### config.mk
export PLATFORM = sky130hd
export DESIGN_NAME = conio_regs
export DESIGN_NICKNAME = d
export VERILOG_FILES = /design/src/rtl/conio_pkg.sv /design/src/rtl/cr_decode.sv /design/src/rtl/cr_kbd.sv /design/src/rtl/cr_disp.sv /design/src/rtl/conio_regs.sv
export SDC_FILE = /design/constraint.sdc
export NUM_CORES = 1
export LEC_CHECK = 0
export BUFFER_PORTS_ARGS = -buffer_cell sky130_fd_sc_hd__buf_2
export CORE_MARGIN = 1.5
export CORE_UTILIZATION = 44
export CTS_BUF_LIST = sky130_fd_sc_hd__clkbuf_8
export CTS_CLUSTER_DIAMETER = 100
export DETAILED_ROUTE_END_ITERATION = 10
export PLACE_DENSITY = 0.9
export SETUP_SLACK_MARGIN = 0.2
export SLEW_MARGIN = 20
export SYNTH_ARGS = -nofsm -noshare
export SYNTH_HDL_FRONTEND = slang
export SYNTH_SLANG_ARGS = --single-unit
export TNS_END_PERCENT = 1
### constraint.sdc
create_clock -name clk -period 2.3 [get_ports clk]
set_input_delay 0.345 -clock clk [delete_from_list [all_inputs] [get_ports clk]]
set_output_delay 0.345 -clock clk [all_outputs]
set_load 0.005 [all_outputs]
### src/rtl/conio_pkg.sv
package conio_pkg;
  typedef enum logic [2:0] {
    SEL_RAM,
    SEL_KSTAT,
    SEL_KDATA,
    SEL_DSTAT,
    SEL_DDATA,
    SEL_MCTL
  } csel_e;
endpackage

### src/rtl/cr_decode.sv
module cr_decode
  import conio_pkg::*;
#(
  parameter int AW = 16,
  parameter logic [AW-1:0] A_KS = 16'hFE00,
  parameter logic [AW-1:0] A_KD = 16'hFE02,
  parameter logic [AW-1:0] A_DS = 16'hFE04,
  parameter logic [AW-1:0] A_DD = 16'hFE06,
  parameter logic [AW-1:0] A_MC = 16'hFFFE
) (
  input  logic [AW-1:0] addr,
  output csel_e         sel
);
  always_comb begin
    unique case (addr)
      A_KS:    sel = SEL_KSTAT;
      A_KD:    sel = SEL_KDATA;
      A_DS:    sel = SEL_DSTAT;
      A_DD:    sel = SEL_DDATA;
      A_MC:    sel = SEL_MCTL;
      default: sel = SEL_RAM;
    endcase
  end
endmodule

### src/rtl/cr_kbd.sv
module cr_kbd #(
  parameter int CW = 8
) (
  input  logic          clk,
  input  logic          rst,
  input  logic          key_stb,
  input  logic [CW-1:0] key_char,
  input  logic          sample,
  output logic          pend_o,
  output logic [CW-1:0] kdata_o
);
  logic          pend_q;
  logic [CW-1:0] pchar_q;
  logic [CW-1:0] kdata_q;
  logic          fill;

  assign fill = key_stb && (key_char != '0);

  always_ff @(posedge clk) begin
    if (rst) begin
      pend_q  <= 1'b0;
      pchar_q <= '0;
      kdata_q <= '0;
    end else begin
      if (sample && pend_q) kdata_q <= pchar_q;
      if (fill) begin
        pend_q  <= 1'b1;
        pchar_q <= key_char;
      end else if (sample) begin
        pend_q  <= 1'b0;
      end
    end
  end

  assign pend_o  = pend_q;
  assign kdata_o = kdata_q;
endmodule

### src/rtl/cr_disp.sv
module cr_disp #(
  parameter int CW = 8
) (
  input  logic          clk,
  input  logic          rst,
  input  logic          wr,
  input  logic [CW-1:0] wchar,
  input  logic          ack,
  output logic          ready_o,
  output logic          stb_o,
  output logic [CW-1:0] char_o
);
  logic          ready_q;
  logic          stb_q;
  logic [CW-1:0] char_q;
  logic          take;

  assign take = wr && ready_q;

  always_ff @(posedge clk) begin
    if (rst) begin
      ready_q <= 1'b1;
      stb_q   <= 1'b0;
      char_q  <= '0;
    end else begin
      stb_q <= take;
      if (take) begin
        char_q  <= wchar;
        ready_q <= 1'b0;
      end else if (ack) begin
        ready_q <= 1'b1;
      end
    end
  end

  assign ready_o = ready_q;
  assign stb_o   = stb_q;
  assign char_o  = char_q;
endmodule

### src/rtl/conio_regs.sv
module conio_regs
  import conio_pkg::*;
#(
  parameter int AW = 16,
  parameter int DW = 16,
  parameter int CW = 8,
  parameter logic [AW-1:0] A_KS = 16'hFE00,
  parameter logic [AW-1:0] A_KD = 16'hFE02,
  parameter logic [AW-1:0] A_DS = 16'hFE04,
  parameter logic [AW-1:0] A_DD = 16'hFE06,
  parameter logic [AW-1:0] A_MC = 16'hFFFE
) (
  input  logic          clk,
  input  logic          rst,
  input  logic          bus_req,
  input  logic          bus_we,
  input  logic [AW-1:0] bus_addr,
  input  logic [DW-1:0] bus_wdata,
  output logic [DW-1:0] bus_rdata,
  output logic          ram_req,
  output logic          ram_we,
  output logic [AW-1:0] ram_addr,
  output logic [DW-1:0] ram_wdata,
  input  logic [DW-1:0] ram_rdata,
  input  logic          key_stb,
  input  logic [CW-1:0] key_char,
  input  logic          disp_ack,
  output logic          disp_stb,
  output logic [CW-1:0] disp_char,
  output logic          run_en
);
  localparam int TOP = DW - 1;
  localparam logic [DW-1:0] FLAG = DW'(1) << TOP;

  csel_e         sel;
  logic          rd, wr, is_dev;
  logic          pend;
  logic [CW-1:0] kdata;
  logic          dready;
  logic          run_q;
  logic [DW-1:0] rval;
  logic [DW-1:0] dev_q;
  logic          devrd_q;

  cr_decode #(.AW(AW), .A_KS(A_KS), .A_KD(A_KD), .A_DS(A_DS), .A_DD(A_DD), .A_MC(A_MC))
    u_dec (.addr(bus_addr), .sel(sel));

  assign rd     = bus_req && !bus_we;
  assign wr     = bus_req && bus_we;
  assign is_dev = (sel != SEL_RAM);

  cr_kbd #(.CW(CW)) u_kbd (
    .clk(clk), .rst(rst), .key_stb(key_stb), .key_char(key_char),
    .sample(rd && sel == SEL_KSTAT), .pend_o(pend), .kdata_o(kdata)
  );

  cr_disp #(.CW(CW)) u_disp (
    .clk(clk), .rst(rst), .wr(wr && sel == SEL_DDATA), .wchar(bus_wdata[CW-1:0]),
    .ack(disp_ack), .ready_o(dready), .stb_o(disp_stb), .char_o(disp_char)
  );

  always_comb begin
    unique case (sel)
      SEL_KSTAT: rval = pend   ? FLAG : '0;
      SEL_KDATA: rval = {{(DW-CW){1'b0}}, kdata};
      SEL_DSTAT: rval = dready ? FLAG : '0;
      SEL_MCTL:  rval = run_q  ? FLAG : '0;
      default:   rval = '0;
    endcase
  end

  always_ff @(posedge clk) begin
    if (rst) begin
      run_q   <= 1'b1;
      dev_q   <= '0;
      devrd_q <= 1'b0;
    end else begin
      if (wr && sel == SEL_MCTL) run_q <= bus_wdata[TOP];
      devrd_q <= rd && is_dev;
      if (rd && is_dev) dev_q <= rval;
    end
  end

  assign ram_req   = bus_req && !is_dev;
  assign ram_we    = bus_we;
  assign ram_addr  = bus_addr;
  assign ram_wdata = bus_wdata;
  assign bus_rdata = devrd_q ? dev_q : ram_rdata;
  assign run_en    = run_q;
endmodule

== Yosys cells after proc, flatten, opt, wreduce, memory -nomap -nowiden ==
Cells that the tools add are included.
Word-level totals
  register bits: 45
  input bits: 62
  output and inout port bits: 60
Operators by class
  equality and inequality tests: 10
  muxes and demuxes: 10
  reduce and logical (&&, ||, !) cells: 16
Operator list (count)
  16-bit equality test (second input constant): 5
  16-bit 2-to-1 mux: 4
  16-bit one-hot mux with 4 select lines: 1
  3-bit one-hot mux with 5 select lines: 1
  1-bit logical AND: 10
  8-bit nonzero test: 1
  3-bit by 2-bit equality test with 1-bit output (second input constant): 2
  3-bit equality test (second input constant): 2
  1-bit 2-to-1 mux: 4
  2-bit nonzero test: 2
  3-bit by 1-bit equality test with 1-bit output (second input constant): 1
  3-bit nonzero test: 1
  1-bit logical NOT: 2

== Logic depth before layout (Yosys ltp) ==
  depth in word-level cells: 6
  depth in mapped cells: 6

== Cells and area by module ==
A second synthesis with hierarchy kept.
Second synthesis, totals
  cells, all modules: 234
  area, all modules: 2133.3 µm²
Modules (own cells, without submodules)
  conio_regs: times used 1, cells each 91, area each 842.1 µm², seq. area each 220.2 µm²
  cr_kbd: times used 1, cells each 85, area each 744.5 µm², seq. area each 340.3 µm²
  cr_disp: times used 1, cells each 43, area each 441.7 µm², seq. area each 200.2 µm²
  cr_decode: times used 1, cells each 15, area each 105.1 µm², seq. area each 0.0 µm²

== Least setup slack after synthesis ==
OpenSTA, ideal clock, no wires.
  kind: input to register
  from: input bus_addr[6]
  to: register u_disp.char_q[7] (netlist: u_disp.char_o[7])
  setup time: 0.128 ns
  arrival time: 1.846 ns
  required time: 2.172 ns
  path slack: 0.326 ns
  stages on the path: 6
  buffers on the path: 1
  cell sequence: or4_4 -> or3b_4 -> nor4_2 -> buf_4 -> mux2i_1 -> nor2_1
Between the ends
  word-level cells in the longest chain between the ends: 5
  elaborated cells on any way between the ends: 9
  those cells by class: eq/ne (6); mux (1); reduce/logical (2)
RTL lines
  from (decl): line conio_regs.sv:17  | input logic [AW-1:0] bus_addr,
  16-bit equality test: line cr_decode.sv:15  | unique case (addr)
  3-bit one-hot mux with 5 select lines (*): line cr_decode.sv:15
  3-bit equality test (*): line conio_regs.sv:58  | .clk(clk), .rst(rst), .wr(wr && sel == SEL_DDATA), .wchar(bus_wdata[CW-1:0]),
  1-bit logical AND (*): line conio_regs.sv:58
  1-bit logical AND (*): line cr_disp.sv:18  | assign take = wr && ready_q;
  to (signal assigned): line cr_disp.sv:28  | char_q <= wchar;
  to (decl): line cr_disp.sv:15  | logic [CW-1:0] char_q;
Mark *: on every way between the ends. The rest lies on a longest branch, timed or not.
A chain may end at the register's enable or synchronous reset.

== Worst setup path in the final report ==
  from: input bus_addr[6]
  to: register u_disp.char_q[4] (netlist: u_disp.char_o[4])
The elaborated chain is that of the path after synthesis.

==> flow_summary.yaml <==
clock_tree:
  cts_tree: "done"
  cts-htree-levels: 2
  ctsHoldBuffers: 0
  cts_buffer_depth: 2
  cts-buffers-inserted: 5
  clk_pin_slew_ns: 0.07
  cts.sinks: 38
  clk_latency_ns: 0.28
  cts-root-buf: "clkbuf_8"
run:
  maxCapViolations: 0
synthesis:
  synth_flop_cell: "dfxtp_1"
  synth-edff-count: 0
  synthCells: 201
  synth_cell_types: 37
  synth_seq_area_share_pct: 39.2
  synth_nets: 263
  yosysTopAreaCellShare_pct: 39.2
  yosys_warnings: 0
  postSynthAreaPerCell_sq_um: 9.67
  yosysTopAreaCell: "dfxtp_1"
  yosysMostFrequentCell: "dfxtp_1"
  synthTopCellsByArea: "dfxtp_1, buf_4, mux2i_1"
  netlist_area_sq_mm: 0.00194
  synth_common_cells: "dfxtp_1, buf_4, nor2_1"
  async_reset_ff_share_pct: 0
  ys_seq_elements: 38
grt:
  grt_max_degree: 33
  grt_pass1_vias: 1542
  grt_first_pass_wirelength_microns: 7020
  antenna_found_initial: 0
  track_usage_pct: 17.7
  gr-total-overflow: 0
pwr:
  p_total_mw: 1.28
  power_density_mw_per_mm2: 542
  intPower_mw: 0.983
  power.leakage_nw: 1.14
  p_sw_share_pct: 23.0
  ir_drop_v: 0.000353
  seq_power_share_pct: 52.6
  p_comb_share_pct: 12.1
  p_switching_mw: 0.294
  clockPowerShare_pct: 35.3
floorplanning:
  die_h_microns: 69.5
  core-area_sq_mm: 0.00412
  pin_count: 122
  die-area_sq_mm: 0.00482
  die_x_microns: 69.5
  initial_core_util_pct: 47.2
  num_rows: 23
timing:
  whs_ns: 0.296
  skew_ns: 0.00238
  worstMarginPinSlew_ns: 0.590
  slew_viol_final: 0
  setup_tns_ns: 0
  period_share_pct: 84.6
  setup_viol: 0
  setup_slack_ns: 0.353
  slew_headroom_pct: 60.4
  hold_violations: 0
  fmaxAchievable_mhz: 514
  rsz0062_at_grt: "no"
  fin_crit_ns: 1.95
detailed_routing:
  via_per_inst: 4.99
  first_pass_iters: 4
  drtAntennaViolNets: 0
  post-route-drc-count: 0
  drtIter0Drc: 79
  finalWirelength_microns: 4140
  vias: 1633
  avgRoutedWirePerCell_microns: 12.7
final_layout:
  fin_nets: 338
  area_growth_pct: 21.2
  diodes: 0
  fillers: 365
  drive_gt1_share_pct: 49.5
critical_path:
  cp_max_fo: 9
  critPathArrivalTime_ns: 2.10
  start_kind: "input port"
  reg2reg_slack_ns: 0.68
  crit_chain: "buf_2, or4_4, or3b_4, nor4_2, buf_4, mux2i_1, nor2_1"
  critical_path_class: "input port to flip-flop"
  reg2reg_depth: 5
  critical_path_buf_inv_count: 2
  cpPeakStageDelay_ns: 0.55
  cp.required_ns: 2.45
  crit_family: "simple AND/OR/NAND/NOR gates"
  slowest_stage: "or4_4"
  path_depth: 7
  end_kind: "flip-flop"
worst_hold_path:
  holdPathStages: 3
  min_path_type: "input port to flip-flop"
place:
  port_buffers: 107
  detailedPlace.worstSlack_ns: 0.0248
  place_hpwl_microns: 3270
  gp_congestion: 0.730
run_status:
  status: "completed"
## tightest hold or removal path, cell delays in order
cell      delay, ns
buf_2          0.08
nor2_1         0.03
o21bai_1       0.10
## final timing paths
check                                       from               end
worst max-delay path                 bus_addr[6]  u_disp.char_o[4]
worst min-delay path                    disp_ack    u_disp.ready_o
worst max register to register    u_disp.ready_o  u_disp.char_o[4]
worst min register to register  u_kbd.pchar_q[0]  u_kbd.pchar_q[0]
## power by group through the flow
stage | logic (mW) | registers, mW | clock network (mW)
6_report | 0.155 | 0.672 | 0.450
5_1_grt | 0.172 | 0.672 | 0.494
4_1_cts | 0.155 | 0.672 | 0.461
3_5_place_dp | 0.154 | 0.687 | 0
3_3_place_gp | 0.150 | 0.686 | 0
2_1_floorplan | 0.0988 | 0.685 | 0
## area by class of cell
type	instances	area, sq um	area share [%]
Multi-Input combinational cell	122	890	37.8
Sequential cell	38	761	32.3
Timing Repair Buffer	109	551	23.4
Clock buffer	6	82.6	3.51
Tap cell	50	62.6	2.66
Clock inverter	2	8.76	0.372
## cells in the final DEF (no fill, tap or decap), types with 2 or more instances in the layout
| cell type | synthesis | routed |
|---|---|---|
| or4_1 | 3 | 3 |
| mux2_2 | 9 | 9 |
| nor2_1 | 21 | 21 |
| nor2b_1 | 8 | 8 |
| nand2_1 | 19 | 19 |
| mux2i_1 | 17 | 17 |
| nor4_2 | 3 | 3 |
| clkbuf_8 | 0 | 6 |
| o21ai_1 | 1 | 2 |
| buf_4 | 35 | 2 |
| a22o_1 | 8 | 8 |
| buf_2 | 0 | 107 |
| a21oi_1 | 9 | 9 |
| nand4_1 | 3 | 3 |
| dfxtp_1 | 38 | 38 |
## timing repair
action	CTS	global route
gates resized for setup	1	0
cloned	0	0
setup buffers	1	0
setup endpoints to repair	1	6
pin swaps	1	1
## layer usage
metal  track usage (%)  vias to the layer above  routed length, microns
met5                 0                        -                       0
met1              19.8                      726                    1680
met2              30.1                       76                    2000
li1                  -                      819                       -
met4              7.19                        0                      96
met3              6.54                       12                     364
## registers in the layout, summed over array words and instances, names as in the netlist
signal and flops:
u_disp.ready_o 1, u_disp.stb_o 1, u_kbd.kdata_o 8, u_kbd.pchar_q 8, run_en 1, u_kbd.pend_o 1
u_disp.char_o 8, devrd_q 1, dev_q 9
## cells by family after synthesis
group,Yosys count,synth area share (%)
buf+inv,41,15.1
xor+xnor,1,0.451
compound gates,24,8.82
simple gates,71,22.5
mux,26,14.0
flops,38,39.2
## stage by stage
step                area [sq um]  std cells  util [%]
floorplan                   1940        201         -
global placement            2260        318      54.8
detailed placement          2260        318      54.8
CTS                         2350        327      57.2
global route                2350        327      57.2
finish                      2350        327      57.2
Note: power is estimated with default switching activity, not from simulation.
